--- src/rtl/swap_pkg.sv ---
package swap_pkg;

    // Register slots on the shared bus; bit positions of drive/latch vectors.
    localparam int NREG  = 3;
    localparam int IDX_A = 0;
    localparam int IDX_B = 1;
    localparam int IDX_T = 2;

    typedef enum logic [1:0] {
        ST_REST  = 2'd0,
        ST_TO_T  = 2'd1,
        ST_TO_B  = 2'd2,
        ST_TO_A  = 2'd3
    } seq_state_e;

    typedef struct packed {
        logic [NREG-1:0] drv;
        logic [NREG-1:0] ld;
        logic            done;
    } xfer_ctl_t;

    // Moore decode of one sequencer step into its bus enables.
    function automatic xfer_ctl_t step_decode(seq_state_e s);
        xfer_ctl_t c;
        c = '0;
        case (s)
            ST_TO_T: begin
                c.drv[IDX_B] = 1'b1;
                c.ld[IDX_T]  = 1'b1;
            end
            ST_TO_B: begin
                c.drv[IDX_A] = 1'b1;
                c.ld[IDX_B]  = 1'b1;
            end
            ST_TO_A: begin
                c.drv[IDX_T] = 1'b1;
                c.ld[IDX_A]  = 1'b1;
                c.done       = 1'b1;
            end
            default: c = '0;
        endcase
        return c;
    endfunction

endpackage

--- src/rtl/swap_seq.sv ---
module swap_seq
    import swap_pkg::*;
(
    input  logic      clk_i,
    input  logic      rst_ni,
    input  logic      start_i,
    output xfer_ctl_t ctl_o,
    output logic      rest_o
);

    typedef struct packed {
        seq_state_e st;
        xfer_ctl_t  ctl;
        logic       rest;
    } seq_regs_t;

    seq_regs_t seq_d, seq_q;

    always_comb begin
        seq_d = seq_q;
        case (seq_q.st)
            ST_REST: seq_d.st = start_i ? ST_TO_T : ST_REST;
            ST_TO_T: seq_d.st = ST_TO_B;
            ST_TO_B: seq_d.st = ST_TO_A;
            default: seq_d.st = ST_REST;
        endcase
        // Enables are decoded from the next step and registered with it.
        seq_d.ctl  = step_decode(seq_d.st);
        seq_d.rest = (seq_d.st == ST_REST);
    end

    always_ff @(posedge clk_i or negedge rst_ni) begin
        if (!rst_ni) begin
            seq_q.st   <= ST_REST;
            seq_q.ctl  <= '0;
            seq_q.rest <= 1'b1;
        end else begin
            seq_q <= seq_d;
        end
    end

    assign ctl_o  = seq_q.ctl;
    assign rest_o = seq_q.rest;

endmodule

--- src/rtl/swap_regfile.sv ---
module swap_regfile
    import swap_pkg::*;
#(
    parameter int DATA_W = 8
) (
    input  logic                       clk_i,
    input  logic                       rst_ni,
    input  logic [NREG-1:0]            ld_i,
    input  logic [DATA_W-1:0]          bus_i,
    input  logic                       side_we_i,
    input  logic                       side_sel_i,
    input  logic [DATA_W-1:0]          side_data_i,
    output logic [NREG-1:0][DATA_W-1:0] regs_o
);

    typedef struct packed {
        logic [NREG-1:0][DATA_W-1:0] val;
    } file_t;

    file_t file_d, file_q;
    logic [NREG-1:0] side_hit;

    // Side port reaches A (sel 0) and B (sel 1); T is bus-only.
    for (genvar gi = 0; gi < NREG; gi++) begin : g_hit
        if (gi == IDX_A) begin : g_a
            assign side_hit[gi] = side_we_i & ~side_sel_i;
        end else if (gi == IDX_B) begin : g_b
            assign side_hit[gi] = side_we_i & side_sel_i;
        end else begin : g_none
            assign side_hit[gi] = 1'b0;
        end
    end

    always_comb begin
        file_d = file_q;
        for (int i = 0; i < NREG; i++) begin
            if (ld_i[i]) begin
                file_d.val[i] = bus_i;
            end else if (side_hit[i]) begin
                file_d.val[i] = side_data_i;
            end
        end
    end

    always_ff @(posedge clk_i or negedge rst_ni) begin
        if (!rst_ni) begin
            file_q <= '0;
        end else begin
            file_q <= file_d;
        end
    end

    assign regs_o = file_q.val;

endmodule

--- src/rtl/swap_bus.sv ---
module swap_bus
    import swap_pkg::*;
#(
    parameter int DATA_W = 8
) (
    input  logic [NREG-1:0]             drv_i,
    input  logic [NREG-1:0][DATA_W-1:0] regs_i,
    output logic [DATA_W-1:0]           bus_o
);

    // AND-OR multiplexer: zero when no source is enabled.
    always_comb begin
        bus_o = '0;
        for (int i = 0; i < NREG; i++) begin
            bus_o = bus_o | (regs_i[i] & {DATA_W{drv_i[i]}});
        end
    end

endmodule

--- src/rtl/reg_swap_unit.sv ---
module reg_swap_unit
    import swap_pkg::*;
#(
    parameter int DATA_W = 8
) (
    input  logic              clk_i,
    input  logic              rst_ni,
    input  logic              start_i,
    input  logic              load_en_i,
    input  logic              load_sel_i,
    input  logic [DATA_W-1:0] load_data_i,
    output logic [DATA_W-1:0] bus_o,
    output logic [DATA_W-1:0] reg_a_o,
    output logic [DATA_W-1:0] reg_b_o,
    output logic [DATA_W-1:0] reg_t_o,
    output logic [2:0]        drive_o,
    output logic [2:0]        latch_o,
    output logic              done_o
);

    xfer_ctl_t                   ctl;
    logic                        at_rest;
    logic                        side_we;
    logic [DATA_W-1:0]           bus;
    logic [NREG-1:0][DATA_W-1:0] regs;

    swap_seq u_seq (
        .clk_i   (clk_i),
        .rst_ni  (rst_ni),
        .start_i (start_i),
        .ctl_o   (ctl),
        .rest_o  (at_rest)
    );

    assign side_we = load_en_i & at_rest;

    swap_regfile #(.DATA_W(DATA_W)) u_file (
        .clk_i       (clk_i),
        .rst_ni      (rst_ni),
        .ld_i        (ctl.ld),
        .bus_i       (bus),
        .side_we_i   (side_we),
        .side_sel_i  (load_sel_i),
        .side_data_i (load_data_i),
        .regs_o      (regs)
    );

    swap_bus #(.DATA_W(DATA_W)) u_bus (
        .drv_i  (ctl.drv),
        .regs_i (regs),
        .bus_o  (bus)
    );

    assign bus_o   = bus;
    assign reg_a_o = regs[IDX_A];
    assign reg_b_o = regs[IDX_B];
    assign reg_t_o = regs[IDX_T];
    assign drive_o = ctl.drv;
    assign latch_o = ctl.ld;
    assign done_o  = ctl.done;

endmodule

--- config.mk ---
export PLATFORM = sky130hd
export DESIGN_NAME = reg_swap_unit
export DESIGN_NICKNAME = d
export VERILOG_FILES = /design/src/rtl/swap_pkg.sv /design/src/rtl/swap_seq.sv /design/src/rtl/swap_regfile.sv /design/src/rtl/swap_bus.sv /design/src/rtl/reg_swap_unit.sv
export SDC_FILE = /design/constraint.sdc
export NUM_CORES = 1
export LEC_CHECK = 0
export ABC_AREA = 1
export BUFFER_PORTS_ARGS = -buffer_cell sky130_fd_sc_hd__buf_2
export CELL_PAD_IN_SITES_DETAIL_PLACEMENT = 0
export CELL_PAD_IN_SITES_GLOBAL_PLACEMENT = 1
export CORE_ASPECT_RATIO = 1.25
export CORE_MARGIN = 2
export CORE_UTILIZATION = 33
export DETAILED_ROUTE_END_ITERATION = 8
export PLACE_DENSITY_LB_ADDON = 0.1
export SLEW_MARGIN = 10
export SYNTH_ARGS = -nofsm -noshare
export SYNTH_HDL_FRONTEND = slang
export SYNTH_SLANG_ARGS = --single-unit
export TNS_END_PERCENT = 30
--- constraint.sdc ---
create_clock -name clk_i -period 1 [get_ports clk_i]
set_input_delay 0.05 -clock clk_i [delete_from_list [all_inputs] [get_ports clk_i]]
set_output_delay 0.05 -clock clk_i [all_outputs]
set_load 0.01 [all_outputs]
* After elaboration in Yosys (flattened, before gate mapping)
Cells that the tools add are included.
Word-level totals: register bits after elaboration 34, bits in latches 0, RAM bits 0, ROM bits 0, input bits 13, output and inout port bits 39, logic and storage cells 36, memories kept 0
Operators by class: add/sub/neg operators 0, multipliers 0, div/mod/pow operators 0, $lt $le $gt $ge 0, equal/unequal tests 5, shift operators 0, muxes and demuxes 10, bitwise logic cells 9, reductions and logical operators 4
Operators by type and width (number):
- 8-bit 2-to-1 mux | 4
- 8-bit bitwise AND | 3
- 8-bit OR | 2
- 2-bit == test, second input constant | 3
- 2-bit one-hot mux with 3 select lines | 1
- 2-bit by 1-bit == test with 1-bit output, second input constant | 2
- 2-bit logical NOT | 2
- 1-bit 2-to-1 mux | 4
- 2-bit nonzero test | 2
- 1-bit bitwise AND | 3
- 2-bit 2-to-1 mux | 1
- 1-bit NOT | 1

* Logic depth before layout (Yosys ltp)
Gate-level depths: netlist (run 1).
depth after elaboration 4, gate-level depth with buffers 7, depth with buffers taken out 7

* Modules after synthesis
Synthesis (run 1) repeated with hierarchy kept, for this count alone.
Second synthesis, totals: cells, all modules 219, area, all modules 1614.0 um2
By module, submodules not included:
- swap_regfile | instances 1, cells an instance 156, area each 1192.4 um2, sequential area each 600.6 um2
- swap_seq | instances 1, cells an instance 26, area each 269.0 um2, sequential area each 151.4 um2
- swap_bus | instances 1, cells an instance 35, area each 145.1 um2, sequential area each 0.0 um2
- reg_swap_unit | instances 1, cells an instance 2, area each 7.5 um2, sequential area each 0.0 um2

* Worst setup path before layout (run 1)
No wires, ideal clock.
path kind register -> register, from register, netlist name u_seq.ctl_o[4], to register u_file.file_q, in the netlist u_file.regs_o[17], setup time 0.119 ns, arrival 0.960 ns, data required time 0.881 ns, setup slack -0.079 ns, cell stages (with the launch flop) 7, path buffers 2, clock period less this slack 1.079 ns, path through dfrtp_1 buf_4 buf_6 nand2_2 nand3_2 nand2_1 o21ai_2
Between the ends: longest elaborated chain between the ends 3
RTL lines:
- 8-bit bitwise AND | line swap_bus.sv:15 | bus_o = bus_o | (regs_i[i] & {DATA_W{drv_i[i]}});
- 8-bit OR (2 in series) | line swap_bus.sv:15
- net bus_o[1] | line reg_swap_unit.sv:12 | output logic [DATA_W-1:0] bus_o,
- end signal, assigned | line swap_regfile.sv:49 | file_q <= file_d;
- end, declared | line swap_regfile.sv:20 | file_t file_d, file_q;
The timed path passes the listed nets, and every way through them passes these cells. A chain may end at the register's enable or synchronous reset.

* Final worst setup path (run 1)
from register, netlist name u_seq.ctl_o[5], to output port bus_o[7]
Between the ends: longest elaborated chain between the ends 3
RTL lines (line):
- 8-bit bitwise AND | swap_bus.sv:15
- 8-bit OR (2 in series) | swap_bus.sv:15
- end, declared | reg_swap_unit.sv:12
No other way between the ends.

==> results of run 1 <==
critical path, cell delays in order (launching register included):
cell     delay (ns)
dfrtp_2        0.48
buf_6          0.17
nand2_4        0.07
nand3_4        0.07
buf_6          0.13
metrics by stage:
step / utilization [%] / TNS [ns] / power [mW]
5_1_grt: 58.1 / -7.80 / 10.3
4_1_cts: 55.2 / -5.53 / 9.06
2_1_floorplan: - / -0.220 / 5.06
3_3_place_gp: 44.7 / -2.63 / 6.57
6_report: 58.1 / -5.67 / 9.55
3_5_place_dp: 44.7 / -2.97 / 6.59
where the power goes:
group	switching [mW]	internal, mW
combinational	2.87	3.13
clock	0.471	0.555
sequential	0.720	1.81
layer usage:
layer	vias up	global-route usage (%)	part of all wire [%]
met1	820	23.1	42
met3	8	4.18	4.2
met4	0	6.12	1.6
met5	-	0	0
met2	36	31.0	52
li1	835	-	-
worst paths after layout:
| kind | startpoint | to | cells after the start |
|---|---|---|---|
| worst max-delay path | u_seq.ctl_o[5] | bus_o[7] | 4 |
| worst max register to register | u_seq.ctl_o[1] | u_file.regs_o[1] | 5 |
| min in group asynchronous | rst_ni | u_file.regs_o[16] | 2 |
| max in group asynchronous | rst_ni | u_file.regs_o[20] | 3 |
| worst min-delay path | load_data_i[0] | u_file.regs_o[8] | 3 |
| worst min register to register | u_seq.seq_q[8] | u_seq.ctl_o[4] | 1 |
sequential cells by signal, summed over array words and instances, names as in the netlist:
register       cells
u_file.regs_o     24
u_seq.rest_o       1
u_seq.ctl_o        3
u_seq.seq_q        2
kinds of logic (layout without fill, tap and decap cells):
| family | count (synthesis) | in the layout | share of synthesized area, % |
|---|---|---|---|
| adders and majority gates | 3 | 3 | 2.25 |
| DFF | 30 | 30 | 45.0 |
| and+or+nand+nor | 111 | 111 | 32.4 |
| buffers and inverters | 38 | 127 | 12.4 |
| AOI/OAI and AO/OA | 21 | 21 | 7.87 |
cell type report:
cell class                 instances  area [sq um]  area share (%)
clock buffer                       7          86.3            3.09
clock inverter                     1          5.00           0.179
inverter                          25          98.8            3.54
multi-input combinational        135           975            34.9
sequential                        30           756            27.1
tap                               60          75.1            2.69
timing repair buffer              94           795            28.5
placed cells by master, fill, tap and decap left out, types with 7 or more instances in the layout:
cell type  count
nand2_1       41
buf_6         27
dfrtp_1       26
nand4_1       12
o21ai_2        7
nand3_4       10
nand3_1       15
buf_4         21
nand2_2       11
nand2_4       18
buf_2         39
inv_1         21
timing repair:
item                                   in CTS  in global routing
hold buffers                                1                  0
setup endpoints to repair                  41                 42
setup buffers                              18                  7
pin swaps                                  19                  4
cloned                                      1                  0
resized for setup                          59                 25
endpoints found under the hold margin      30                  0
==> key figures, run 1 <==
Global routing
  • First-pass GRT wire length: 8020 um
  • Initial antenna violation count: 0
  • GR Util All Layers: 18.6%
  • Grt total ovfl: 0
  • Largest net degree at the start of global routing: 17
  • Vias in the first global route: 1,709

STA
  • Min Tclk post-route: 1.26 ns
  • Final setup violation count: 39
  • Max-slew violation count: 0
  • RSZ-0062 raised after global routing: yes
  • Fin crit share: 126%
  • Final Hold Viols: 0
  • Hold slack: 0.0451 ns
  • Setup ws final: -0.258 ns
  • Skew final: 0.00706 ns
  • Peak Freq: 795 MHz
  • Relative slew margins: 74.8%
  • Slew @ Worst Pin: 0.378 ns

Synth
  • Synthesized flop and latch total: 30
  • Mapped Area: 0.00167 sq mm
  • Number of synthesized flops with an enable pin: 0
  • Yosys warning total: 0
  • Async SR Flop Fraction: 100%
  • Syn Area/Cell: 8.23 sq um
  • Syn_nets: 219
  • Synth top area share: 43.4%
  • Most common cell in the synthesized netlist: nand2_1
  • Seq/Total Area, Yosys: 45.0%
  • Synth area leaders: dfrtp_1 (43%), nand2_1 (15%), nand3_1 (5.7%)
  • Mapped Cells: 203
  • Yosys top cell by area: dfrtp_1
  • Top_reg_cell synth: dfrtp_1
  • Synth cell types: 19
  • Synth top cells by count: nand2_1 (66), dfrtp_1 (29), inv_1 (22)

Worst hold path
  • Hold crit path type: in -> reg

Run
  • Max Cap Viol: 0

Setup path
  • Crit-path max FO: 5
  • Crit path launch type: flip-flop
  • Critical path class: reg -> out
  • WP data arrival: 1.21 ns
  • Reg2Reg Setup Slack: -0.25 ns
  • Required @ worst endpoint: 0.95 ns
  • Endpoint type of the worst setup path: output pin

Floorplanning
  • Rows: 28
  • Core area: 0.00480 sq mm
  • Die area: 0.00565 sq mm
  • Ports: 52
  • Die Wd: 67.6 um
  • Initial Utilization: 34.8%
  • Chip height: 83.5 um

Place
  • Placed Area: 0.00215 sq mm
  • Post-place setup slack: -0.150 ns
  • I/O Buffers: 51
  • Placed Instances: 317
  • DP HPWL: 3230 um
  • Gpl congestion: 0.742

Layout
  • P&R area growth vs syn: 67.0%
  • Design Area, Final: 0.00279 sq mm
  • Nets: 307
  • Layout filler cell count: 478
  • Fraction of layout cells with a size suffix above 1: 53.8%
  • Diodes inserted: 0
  • Finished Layout Cells: 352

Detailed routing
  • # DRC: 0
  • First-pass iteration count of the detailed router: 4
  • Wire per inst: 14.2 um
  • DRT iter0 DRCs: 57
  • Routed WL: 5000 um
  • Vias: 1,699
  • Antenna-violating nets left: 0
  • Drt via density: 4.83

Outcome
  • Failing checks: negative setup slack
  • Status: finished with violations

CTS
  • CTS Root Cell: clkbuf_8
  • Clock sinks: 30
  • Latest clock arrival within the worst-skew pair: 0.29 ns
  • H-tree Lvls: 2
  • Clock Pin Slew Worst Setup and Hold Paths: 0.07 ns
  • TritonCTS clock tree: done
  • Maximum root-to-sink buffer count: 2
  • Num CTS Buffers: 5

Pwr
  • Leak: 1.57 nW
  • Max rail drop VDD: 1580 uV
  • P per Cell Area: 3420 mW/mm^2
Note: power is estimated with default switching activity, not from simulation.
==> run 2: changes to the inputs <==
--- a/config.mk
+++ b/config.mk
@@ -13,7 +13,7 @@
 export CORE_MARGIN = 2
 export CORE_UTILIZATION = 33
 export DETAILED_ROUTE_END_ITERATION = 8
-export PLACE_DENSITY_LB_ADDON = 0.1
+export PLACE_DENSITY = 0.81
 export SLEW_MARGIN = 10
 export SYNTH_ARGS = -nofsm -noshare
 export SYNTH_HDL_FRONTEND = slang
==> key figures, run 2 (synthesized netlist as in run 1, its figures left out) <==
Pwr
  • P per Cell Area: 3410 mW/mm^2 (-0.35%)
  • Total power: 9.19 mW (-3.7%)
  • Max rail drop VDD: 1520 uV (-4.2%)
  • Leak: 1.51 nW (-3.6%)

STA
  • Max-slew violation count: 0 (unchanged)
  • Final Hold Viols: 0 (unchanged)
  • Relative slew margins: 75.6% (+0.82 points)
  • Skew final: 0.00588 ns (-0.00119 ns)
  • Final setup violation count: 38 (-2.6%)
  • Slew @ Worst Pin: 0.366 ns (-0.0122 ns)
  • Setup_tns: -4.76 ns (+0.907 ns)
  • Peak Freq: 813 MHz (+2.3%)
  • Setup ws final: -0.230 ns (+0.0278 ns)
  • RSZ-0062 raised after global routing: yes
  • Min Tclk post-route: 1.23 ns (-0.0278 ns)
  • Hold slack: 0.0538 ns (+0.00869 ns)
  • Fin crit share: 123% (-2.8 points)

Layout
  • Design Area, Final: 0.00270 sq mm (-3.4%)
  • Most frequent cells in the layout: nand2_1 (39), buf_2 (37), dfrtp_1 (28), buf_6 (27), buf_4 (23)
  • Nets: 304 (-0.98%)
  • P&R area growth vs syn: 61.3%
  • Diodes inserted: 0 (unchanged)
  • Most common cell after layout, fill and taps aside: nand2_1
  • Final Core Density: 56.2% (-2.0 points)
  • Layout filler cell count: 449 (-6.1%)
  • Max reg flops: 24 (unchanged)
  • Fraction of layout cells with a size suffix above 1: 52.6% (-1.2 points)
  • Finished Layout Cells: 349 (-0.85%)

Floorplanning
  • Rows: 28 (unchanged)
  • Chip height: 83.5 um (unchanged)
  • Core area: 0.00480 sq mm (unchanged)
  • Die area: 0.00565 sq mm (unchanged)
  • Initial Utilization: 34.8% (unchanged)
  • Die Wd: 67.6 um (unchanged)
  • Ports: 52 (unchanged)

Global routing
  • GR Util All Layers: 17.6% (-1.0 points)
  • Vias in the first global route: 1,629 (-4.7%)
  • Initial antenna violation count: 0 (unchanged)
  • Routing usage on met1: 21.7% (-1.4 points)
  • Met2 usage: 29.6% (-1.4 points)
  • GRT Max-Usage Layer: met2
  • Largest net degree at the start of global routing: 18 (+1)
  • Met3 global-route usage: 4.05% (-0.13 points)
  • Grt total ovfl: 0 (unchanged)
  • First-pass GRT wire length: 7580 um (-5.5%)

Setup path
  • Endpoint type of the worst setup path: output pin
  • Crit-path max FO: 7 (+2)
  • Required @ worst endpoint: 0.95 ns (about the same)
  • Critical path class: reg -> out
  • Crit path launch type: flip-flop
  • WP data arrival: 1.18 ns (-0.03 ns)

CTS
  • TritonCTS clock tree: done
  • Num CTS Buffers: 5 (unchanged)
  • Latest clock arrival within the worst-skew pair: 0.28 ns (about the same)
  • Clock sinks: 30 (unchanged)
  • CTS Root Cell: clkbuf_8
  • Maximum root-to-sink buffer count: 2 (unchanged)
  • Clock Pin Slew Worst Setup and Hold Paths: 0.06 ns (about the same)
  • H-tree Lvls: 2 (unchanged)

Outcome
  • Status: finished with violations
  • Failing checks: negative setup slack

Detailed routing
  • DRT iter0 DRCs: 58 (+1.8%)
  • Routed WL: 4760 um (-4.6%)
  • First-pass iteration count of the detailed router: 4 (unchanged)
  • Vias: 1,684 (-0.88%)
  • Drt via density: 4.83 (about the same)
  • Antenna-violating nets left: 0 (unchanged)
  • # DRC: 0 (unchanged)
  • Wire per inst: 13.6 um (-3.8%)

Place
  • Placed Instances: 317 (unchanged)
  • Gpl congestion: 0.784 (+5.6%)
  • Placed Area: 0.00212 sq mm (-1.2%)
  • DP HPWL: 3230 um (+0.22%)
  • I/O Buffers: 51 (unchanged)
  • Post-place setup slack: -0.121 ns (+0.0291 ns)

Worst hold path
  • Hold crit path type: in -> reg

Run
  • Max Cap Viol: 0 (unchanged)
run 2: cell types whose count changed in the layout (fill, tap and decap cells not counted), moves of 2 or more:
cell / before / now
clkbuf_1: 1 / 3
o21ai_2: 7 / 5
nand2_1: 41 / 39
buf_2: 39 / 37
dfrtp_2: 3 / 1
buf_12: 4 / 2
buf_4: 21 / 23
dfrtp_1: 26 / 28
o21ai_1: 3 / 6
nand2_2: 11 / 15
run 2: timing repair:
action,CTS,global route
hold buffers,1,0
resized for setup,58,25
setup buffers,15,8
endpoints found under the hold margin,30,0
setup endpoints to repair,43,44
pin swaps,14,4
run 2: per-layer routing:
layer | up-vias | wire [um]
li1 | 823 | -
met1 | 823 | 2080
met2 | 32 | 2450
met3 | 6 | 169
met4 | 0 | 68
met5 | - | 0
run 2: power breakdown:
group | leakage, nW | total, mW | switching [mW] | internal [mW]
logic | 1.10 | 5.79 | 2.84 | 2.94
registers | 0.370 | 2.48 | 0.675 | 1.80
clock network | 0.0395 | 0.926 | 0.432 | 0.493
total | 1.51 | 9.19 | 3.95 | 5.24
run 2: worst max-delay path, stage by stage, from the launching register on:
cell and delay [ns]:
dfrtp_2 0.47, buf_12 0.17, nand2_4 0.06, nand3_4 0.07, buf_6 0.12
run 2: cell type report:
type | count | area (sq um) | area share (%)
clock buffer | 8 | 80.1 | 2.97
inverter | 25 | 101 | 3.76
multi-input combinational | 135 | 958 | 35.6
sequential | 30 | 753 | 27.9
tap | 60 | 75.1 | 2.79
timing repair buffer | 91 | 727 | 27.0
run 2: path summary, 6_finish.rpt:
path                                    from                end  slack [ns]  depth (start not counted)
min in group asynchronous             rst_ni  u_file.regs_o[19]        0.21                          2
max in group asynchronous             rst_ni   u_file.regs_o[7]        0.37                          3
hold reg to reg            u_file.regs_o[23]  u_file.regs_o[23]        0.53                          2
hold / removal                load_data_i[7]   u_file.regs_o[7]        0.05                          3
setup / recovery              u_seq.ctl_o[1]           bus_o[1]       -0.23                          4
setup reg to reg              u_seq.ctl_o[1]   u_file.regs_o[9]       -0.18                          7
